**src/rtl/fi_pkg.sv**
```systemverilog
package fi_pkg;

   typedef enum logic [1:0] {
      FI_MODE_OFF     = 2'd0,
      FI_MODE_PRECISE = 2'd1,
      FI_MODE_RANDOM  = 2'd2,
      FI_MODE_RSVD    = 2'd3
   } fi_mode_e;

   typedef enum logic [1:0] {
      FI_TGT_DATA_HI = 2'd0,
      FI_TGT_DATA_LO = 2'd1,
      FI_TGT_CHECK   = 2'd2,
      FI_TGT_NONE    = 2'd3
   } fi_target_e;

   localparam int FI_NUM_FIELDS = 3;

endpackage

```
**src/rtl/fi_sync_edge.sv**
```systemverilog
module fi_sync_edge #(
   parameter int STAGES = 2
) (
   input  logic clk,
   input  logic rst_n,
   input  logic async_i,
   output logic rise_o
);

   logic [STAGES:0] chain_q;

   initial begin
      PRM_SYNC_DEPTH: assert (STAGES >= 2)
         else $error("fi_sync_edge: STAGES must be at least 2");
   end

   always_ff @(posedge clk or negedge rst_n) begin
      if (!rst_n) chain_q <= '0;
      else        chain_q <= {chain_q[STAGES-1:0], async_i};
   end

   assign rise_o = chain_q[STAGES-1] & ~chain_q[STAGES];

   AST_RISE_SINGLE: assert property (@(posedge clk) disable iff (!rst_n)
      rise_o |=> !rise_o)
      else $error("rise held two cycles");

endmodule

```
**src/rtl/fi_lfsr.sv**
```systemverilog
module fi_lfsr #(
   parameter int           W          = 4,
   parameter logic [W-1:0] TAPS       = 4'b1100,
   parameter logic [W-1:0] RESET_SEED = 4'b0001
) (
   input  logic         clk,
   input  logic         rst_n,
   input  logic         load_i,
   input  logic [W-1:0] seed_i,
   input  logic         step_i,
   input  logic         clear_i,
   output logic [W-1:0] state_o
);

   logic [W-1:0] state_q;
   logic         fb;
   logic [W-1:0] adv;

   initial begin
      PRM_LFSR_WIDTH: assert (W >= 2)
         else $error("fi_lfsr: W must be at least 2");
      PRM_LFSR_TAPS: assert (TAPS[W-1] == 1'b1)
         else $error("fi_lfsr: top tap must be set");
   end

   assign fb  = ^(state_q & TAPS);
   assign adv = {state_q[W-2:0], fb};

   always_ff @(posedge clk or negedge rst_n) begin
      if (!rst_n)       state_q <= RESET_SEED;
      else if (load_i)  state_q <= seed_i;
      else if (step_i)  state_q <= clear_i ? '0 : adv;
   end

   assign state_o = state_q;

   AST_SEED_LOAD: assert property (@(posedge clk) disable iff (!rst_n)
      load_i |=> state_q == $past(seed_i))
      else $error("seed not loaded");

   AST_PRECISE_CLEAR: assert property (@(posedge clk) disable iff (!rst_n)
      (step_i && clear_i && !load_i) |=> state_q == '0)
      else $error("state not cleared after precise injection");

   AST_RANDOM_NONZERO: assert property (@(posedge clk) disable iff (!rst_n)
      (step_i && !clear_i && !load_i && state_q != '0) |=> state_q != '0)
      else $error("random walk reached zero");

   AST_IDLE_HOLD: assert property (@(posedge clk) disable iff (!rst_n)
      (!step_i && !load_i) |=> $stable(state_q))
      else $error("state moved without command");

endmodule

```
**src/rtl/fi_mask_place.sv**
```systemverilog
module fi_mask_place
   import fi_pkg::*;
#(
   parameter int DATA_W = 8,
   parameter int CHK_W  = 5,
   parameter int NIB_W  = 4,
   localparam int WORD_W = DATA_W + CHK_W
) (
   input  logic [NIB_W-1:0]  nib_i,
   input  logic [1:0]        target_i,
   output logic [WORD_W-1:0] mask_o
);

   function automatic int field_ofs(input int f);
      case (f)
         0:       return CHK_W + DATA_W - NIB_W;
         1:       return CHK_W;
         default: return 0;
      endcase
   endfunction

   initial begin
      PRM_NIB_DATA: assert (2 * NIB_W <= DATA_W)
         else $error("fi_mask_place: data field too narrow");
      PRM_NIB_CHECK: assert (NIB_W <= CHK_W)
         else $error("fi_mask_place: check field too narrow");
   end

   logic [WORD_W-1:0] part [FI_NUM_FIELDS];
   logic [WORD_W-1:0] nib_ext;

   assign nib_ext = {{(WORD_W-NIB_W){1'b0}}, nib_i};

   for (genvar f = 0; f < FI_NUM_FIELDS; f++) begin : g_field
      localparam int OFS = field_ofs(f);
      assign part[f] = (target_i == 2'(f)) ? (nib_ext << OFS) : '0;
   end

   always_comb begin
      mask_o = '0;
      for (int f = 0; f < FI_NUM_FIELDS; f++) mask_o |= part[f];
   end

endmodule

```
**src/rtl/seu_inject_reg.sv**
```systemverilog
module seu_inject_reg
   import fi_pkg::*;
#(
   parameter int               DATA_W      = 8,
   parameter int               CHK_W       = 5,
   parameter int               NIB_W       = 4,
   parameter logic [NIB_W-1:0] LFSR_TAPS   = 4'b1100,
   parameter logic [NIB_W-1:0] RESET_SEED  = 4'b0001,
   parameter int               SYNC_STAGES = 2,
   parameter int               CNT_W       = 16,
   localparam int              WORD_W      = DATA_W + CHK_W
) (
   input  logic              clk,
   input  logic              rst_n,
   input  logic [1:0]        mode_i,
   input  logic [1:0]        target_i,
   input  logic              ce_i,
   input  logic [DATA_W-1:0] data_i,
   input  logic [CHK_W-1:0]  check_i,
   input  logic [NIB_W-1:0]  seed_i,
   input  logic              seed_load_i,
   input  logic              inj_clk_i,
   output logic [WORD_W-1:0] word_o,
   output logic              inj_pulse_o,
   output logic [CNT_W-1:0]  inj_count_o
);

   fi_mode_e          mode;
   logic              active;
   logic              inj_rise;
   logic              inj_fire;
   logic [NIB_W-1:0]  lfsr_state;
   logic [NIB_W-1:0]  mask_nib;
   logic [WORD_W-1:0] mask_word;
   logic [WORD_W-1:0] word_q;
   logic [WORD_W-1:0] word_d;
   logic              pulse_q;
   logic [CNT_W-1:0]  count_q;

   initial begin
      PRM_COUNT_WIDTH: assert (CNT_W >= 1)
         else $error("seu_inject_reg: CNT_W must be positive");
   end

   assign mode     = fi_mode_e'(mode_i);
   assign active   = (mode == FI_MODE_PRECISE) || (mode == FI_MODE_RANDOM);
   assign inj_fire = inj_rise & active;

   fi_sync_edge #(.STAGES(SYNC_STAGES)) u_sync (
      .clk     (clk),
      .rst_n   (rst_n),
      .async_i (inj_clk_i),
      .rise_o  (inj_rise)
   );

   fi_lfsr #(.W(NIB_W), .TAPS(LFSR_TAPS), .RESET_SEED(RESET_SEED)) u_lfsr (
      .clk     (clk),
      .rst_n   (rst_n),
      .load_i  (seed_load_i & active),
      .seed_i  (seed_i),
      .step_i  (inj_fire),
      .clear_i (mode == FI_MODE_PRECISE),
      .state_o (lfsr_state)
   );

   assign mask_nib = inj_fire ? lfsr_state : '0;

   fi_mask_place #(.DATA_W(DATA_W), .CHK_W(CHK_W), .NIB_W(NIB_W)) u_place (
      .nib_i    (mask_nib),
      .target_i (target_i),
      .mask_o   (mask_word)
   );

   assign word_d = (ce_i ? {data_i, check_i} : word_q) ^ mask_word;

   always_ff @(posedge clk or negedge rst_n) begin
      if (!rst_n) begin
         word_q  <= '0;
         pulse_q <= 1'b0;
         count_q <= '0;
      end else begin
         word_q  <= word_d;
         pulse_q <= inj_fire;
         count_q <= count_q + CNT_W'(inj_fire);
      end
   end

   assign word_o      = word_q;
   assign inj_pulse_o = pulse_q;
   assign inj_count_o = count_q;

   AST_OFF_NO_PULSE: assert property (@(posedge clk) disable iff (!rst_n)
      !active |=> !inj_pulse_o)
      else $error("pulse in inactive mode");

   AST_OFF_WORD: assert property (@(posedge clk) disable iff (!rst_n)
      (!active && ce_i) |=> word_o == $past({data_i, check_i}))
      else $error("word altered in inactive mode");

   AST_WORD_HOLD: assert property (@(posedge clk) disable iff (!rst_n)
      (!ce_i && !inj_fire) |=> $stable(word_o))
      else $error("word changed without write or injection");

   AST_PULSE_ONE: assert property (@(posedge clk) disable iff (!rst_n)
      inj_pulse_o |=> !inj_pulse_o)
      else $error("pulse longer than one cycle");

   AST_COUNT_STEP: assert property (@(posedge clk) disable iff (!rst_n)
      inj_pulse_o |-> inj_count_o == $past(inj_count_o) + CNT_W'(1))
      else $error("count did not step with pulse");

   AST_COUNT_HOLD: assert property (@(posedge clk) disable iff (!rst_n)
      !inj_pulse_o |-> $stable(inj_count_o))
      else $error("count moved without pulse");

   AST_MASK_FIELD: assert property (@(posedge clk) disable iff (!rst_n)
      (target_i == FI_TGT_NONE) |-> mask_word == '0)
      else $error("mask outside any field");

endmodule

```
**config.mk**
```make
export PLATFORM = sky130hd
export DESIGN_NAME = seu_inject_reg
export DESIGN_NICKNAME = d
export VERILOG_FILES = /design/src/rtl/fi_pkg.sv /design/src/rtl/fi_sync_edge.sv /design/src/rtl/fi_lfsr.sv /design/src/rtl/fi_mask_place.sv /design/src/rtl/seu_inject_reg.sv
export SDC_FILE = /design/constraint.sdc
export NUM_CORES = 1
export LEC_CHECK = 0
export BUFFER_PORTS_ARGS = -buffer_cell sky130_fd_sc_hd__buf_2
export CORE_MARGIN = 3
export CORE_UTILIZATION = 44
export DETAILED_ROUTE_END_ITERATION = 16
export PLACE_DENSITY = 0.72
export SYNTH_ARGS = -nofsm -noshare
export SYNTH_HDL_FRONTEND = slang
export SYNTH_SLANG_ARGS = --single-unit
```
**constraint.sdc**
```tcl
create_clock -name clk -period 3.5 [get_ports clk]
set_clock_uncertainty 0.1 [all_clocks]
set_input_delay 0.175 -clock clk [delete_from_list [all_inputs] [get_ports clk]]
set_output_delay 0.175 -clock clk [all_outputs]
set_load 0.05 [all_outputs]
```
==> metrics.yaml <==
routing:
  final_antenna_net_count: 0
  wl_um: 3659
  via_per_inst: 5.098
  drt_iter0_drc: 86
  first_pass_iters: 4
  routedWlPerCell_um: 14.41
  drc_errors: 0
  vias: 1295
critical_path:
  worstPathRequired_ps: 3600
  cpMostUsedCell: "ha_1"
  worstSetupPathType: "flip-flop to flip-flop"
  critPathTopFamily: "simple AND/OR/NAND/NOR gates"
  path_cells: "nor3b_1 -> ha_1 -> ha_1 -> nand2_1 -> nor4_1 -> xor2_1"
  crit_path_end_kind: "flip-flop"
  slowest_stage: "nor3b_1"
  cp_num_buf_inv: 0
  worstPathMaxFanout: 7
  cp-start-kind: "flip-flop"
  critPathArrivalTime_ps: 2440
  max_stage_delay_ps: 630
clock_tree:
  ctsResizeCount: 0
  numCtsBuffers: 5
  cts_tree: "done"
  cts.clk_slew.worst_paths_ps: 70
  htreeDepth: 2
  cts.sink_count: 37
  clock_path_buffers: 2
  cts-root-buf: "clkbuf_8"
  clk_latency_ps: 280
global_route:
  antenna_found_initial: 0
  grt_max_degree: 38
  grt_first_pass_wirelength_um: 5782
  grt_overflow: 0
  track_usage_pct: 16.79
  grt_pass1_vias: 1227
synthesis:
  syn_avg_cell_area_um2: 11.98
  ys_ff_latch: 37
  synth_cell_types: 25
  ys_seq_area_share_pct: 53.73
  yosysWarningCount: 0
  synth_area_leaders: "dfrtp_1 (52%), xor2_1 (12%), mux2i_1 (7.0%)"
  synthDominantCellAreaShare_pct: 52.21
  synth.cell_area_um2: 1725
  syn-instance-count: 144
  yosysTopAreaCell: "dfrtp_1"
  syn_nets: 174
power:
  p_sw_share_pct: 37.96
  p_comb_share_pct: 28.3
  p_seq_share_pct: 47.1
  clkPwrFrac_pct: 24.6
  vdd_drop_max_mv: 0.2777
  power_density_nw_per_um2: 547.0
  finalPower_mw: 1.180
  p_switching_mw: 0.4479
  p_leak_nw: 1.096
  internal-power_mw: 0.7321
sta:
  finalSetupViolCount: 0
  tightestPinTransition_ps: 806.6
  period_needed_ps: 2331
  slew_headroom_pct: 46.22
  max_freq_mhz: 428.9
  period_share_pct: 66.61
  rsz0062_at_grt: "no"
  drv_slew: 0
  setup_ws_ps: 1169
  tns_ps: 0
  hold_viol: 0
final_layout:
  nets: 236
  multi_input_area_um2: 750.7
  area_delta_synth_final_pct: 25.02
  drive_above_1_share_pct: 32.04
  fin_util_pct: 58.05
  diodes: 0
  seq_area_um2: 927.1
  nFillCells: 335
place:
  preCtsSetupSlack_ps: 896.3
  dp_hpwl_um: 2786
  gp_congestion: 0.8506
  io_buffers: 55
outcome:
  outcome: "finished clean"
floorplanning:
  dieArea_um2: 4709
  die_w_um: 68.62
  row_count: 22
  core_area_um2: 3716
  io_pins: 56
  die_y_um: 68.62
  initial_core_util_pct: 46.43
job:
  drv_cap: 0
worst_hold_path:
  hold_class: "input pin to flip-flop"
==> layout by cell type (no fill, tap or decap), drive strengths merged, types with 2 or more instances in the layout <==
cell,synthesis,routed
buf,2,55
dfrtp,36,36
xor2,23,23
nand3,14,14
mux2i,12,12
inv,10,10
clkbuf,0,7
nor3,5,5
nor4,4,4
nand2,4,4
xnor2,4,4
nand3b,4,4
ha,4,4
nor2,3,3
nor2b,3,3
a21oi,3,3
a221oi,3,3
nand4,3,3
dlygate4sd3,0,2
==> stage by stage <==
step	hold WS [ps]	cell area [um2]	cells
CTS	16.83	2157	254
global route	34.93	2157	254
global placement	182.7	2051	245
finish	29.97	2157	254
detailed placement	184.7	2051	245
floorplan	-220.6	1725	144
==> routing by layer <==
metal	track usage, %	share of wire, %
met3	4.376	5.5
met1	21.10	42
met2	28.84	52
met5	0	0
met4	3.722	1.2
==> power groups by stage <==
stage / combinational [mW] / clock (mW) / sequential, mW
after floorplan: 0.0770 / 0 / 0.716
after global placement: 0.327 / 0 / 0.559
after detailed placement: 0.336 / 0 / 0.564
after CTS: 0.339 / 0.298 / 0.556
after global routing: 0.358 / 0.317 / 0.566
final: 0.334 / 0.291 / 0.555
==> timing repair <==
item                                   CTS  global route
hold buffers                             2             0
endpoints found under the hold margin   37             0
setup buffers                            0             0
==> cell families (layout without fill, tap and decap cells) <==
kind of cell               Yosys count  after routing  share of synthesized area, %
AOI/OAI and AO/OA                    8              8                         3.408
xor gates and xnor gates            27             27                         13.71
adders and majority gates            4              4                         2.901
buffers and inverters               12             74                         2.756
DFF                                 37             37                         53.73
muxes                               13             13                         7.614
and+or+nand+nor                     43             43                         15.88
==> cell usage after synthesis (all sizes together) <==
library cell and count:
a21oi 3, xor2 23, buf 2, nor4 4, nor2 3, nand3b 4
dfrtp 36, or4b 1, nor3b 1, xnor2 4, nor3 5, nand3 14
inv 10, ha 4, mux2 1, dfstp 1, nor2b 3, nor4b 1
nand2 4, o21bai 1, a221o 1, a221oi 3, nand4 3, mux2i 12
==> sequential cells by signal, summed over array words and instances (netlist names) <==
| name | cells |
|---|---|
| inj_count_o | 16 |
| inj_pulse_o | 1 |
| u_sync.chain_q | 3 |
| word_o | 13 |
| u_lfsr.state_o | 4 |
==> worst min-delay path: cells and delay by family <==
family / cells / cell delay (ps)
buf+inv: 2 / 140
compound gates: 1 / 80
==> cell type report <==
class	count	area share, %
Multi-Input combinational cell	95	34.80
Clock buffer	7	4.002
Tap cell	48	2.784
Inverter	10	1.740
Timing Repair Buffer	57	13.69
Sequential cell	37	42.98
==> path summary, 6_finish.rpt <==
check	startpoint	to	slack [ps]	cells after the start
worst min-delay path	seed_i[0]	u_lfsr.state_o[0]	30	3
max in group asynchronous	rst_n	u_sync.chain_q[0]	2370	2
min in group asynchronous	rst_n	inj_count_o[11]	420	2
worst max-delay path	u_sync.chain_q[2]	inj_count_o[14]	1170	6
worst min register to register	u_sync.chain_q[0]	u_sync.chain_q[1]	250	0
worst max register to register	u_sync.chain_q[2]	inj_count_o[14]	1170	6
No activity file was read; power rests on OpenSTA's default activity.
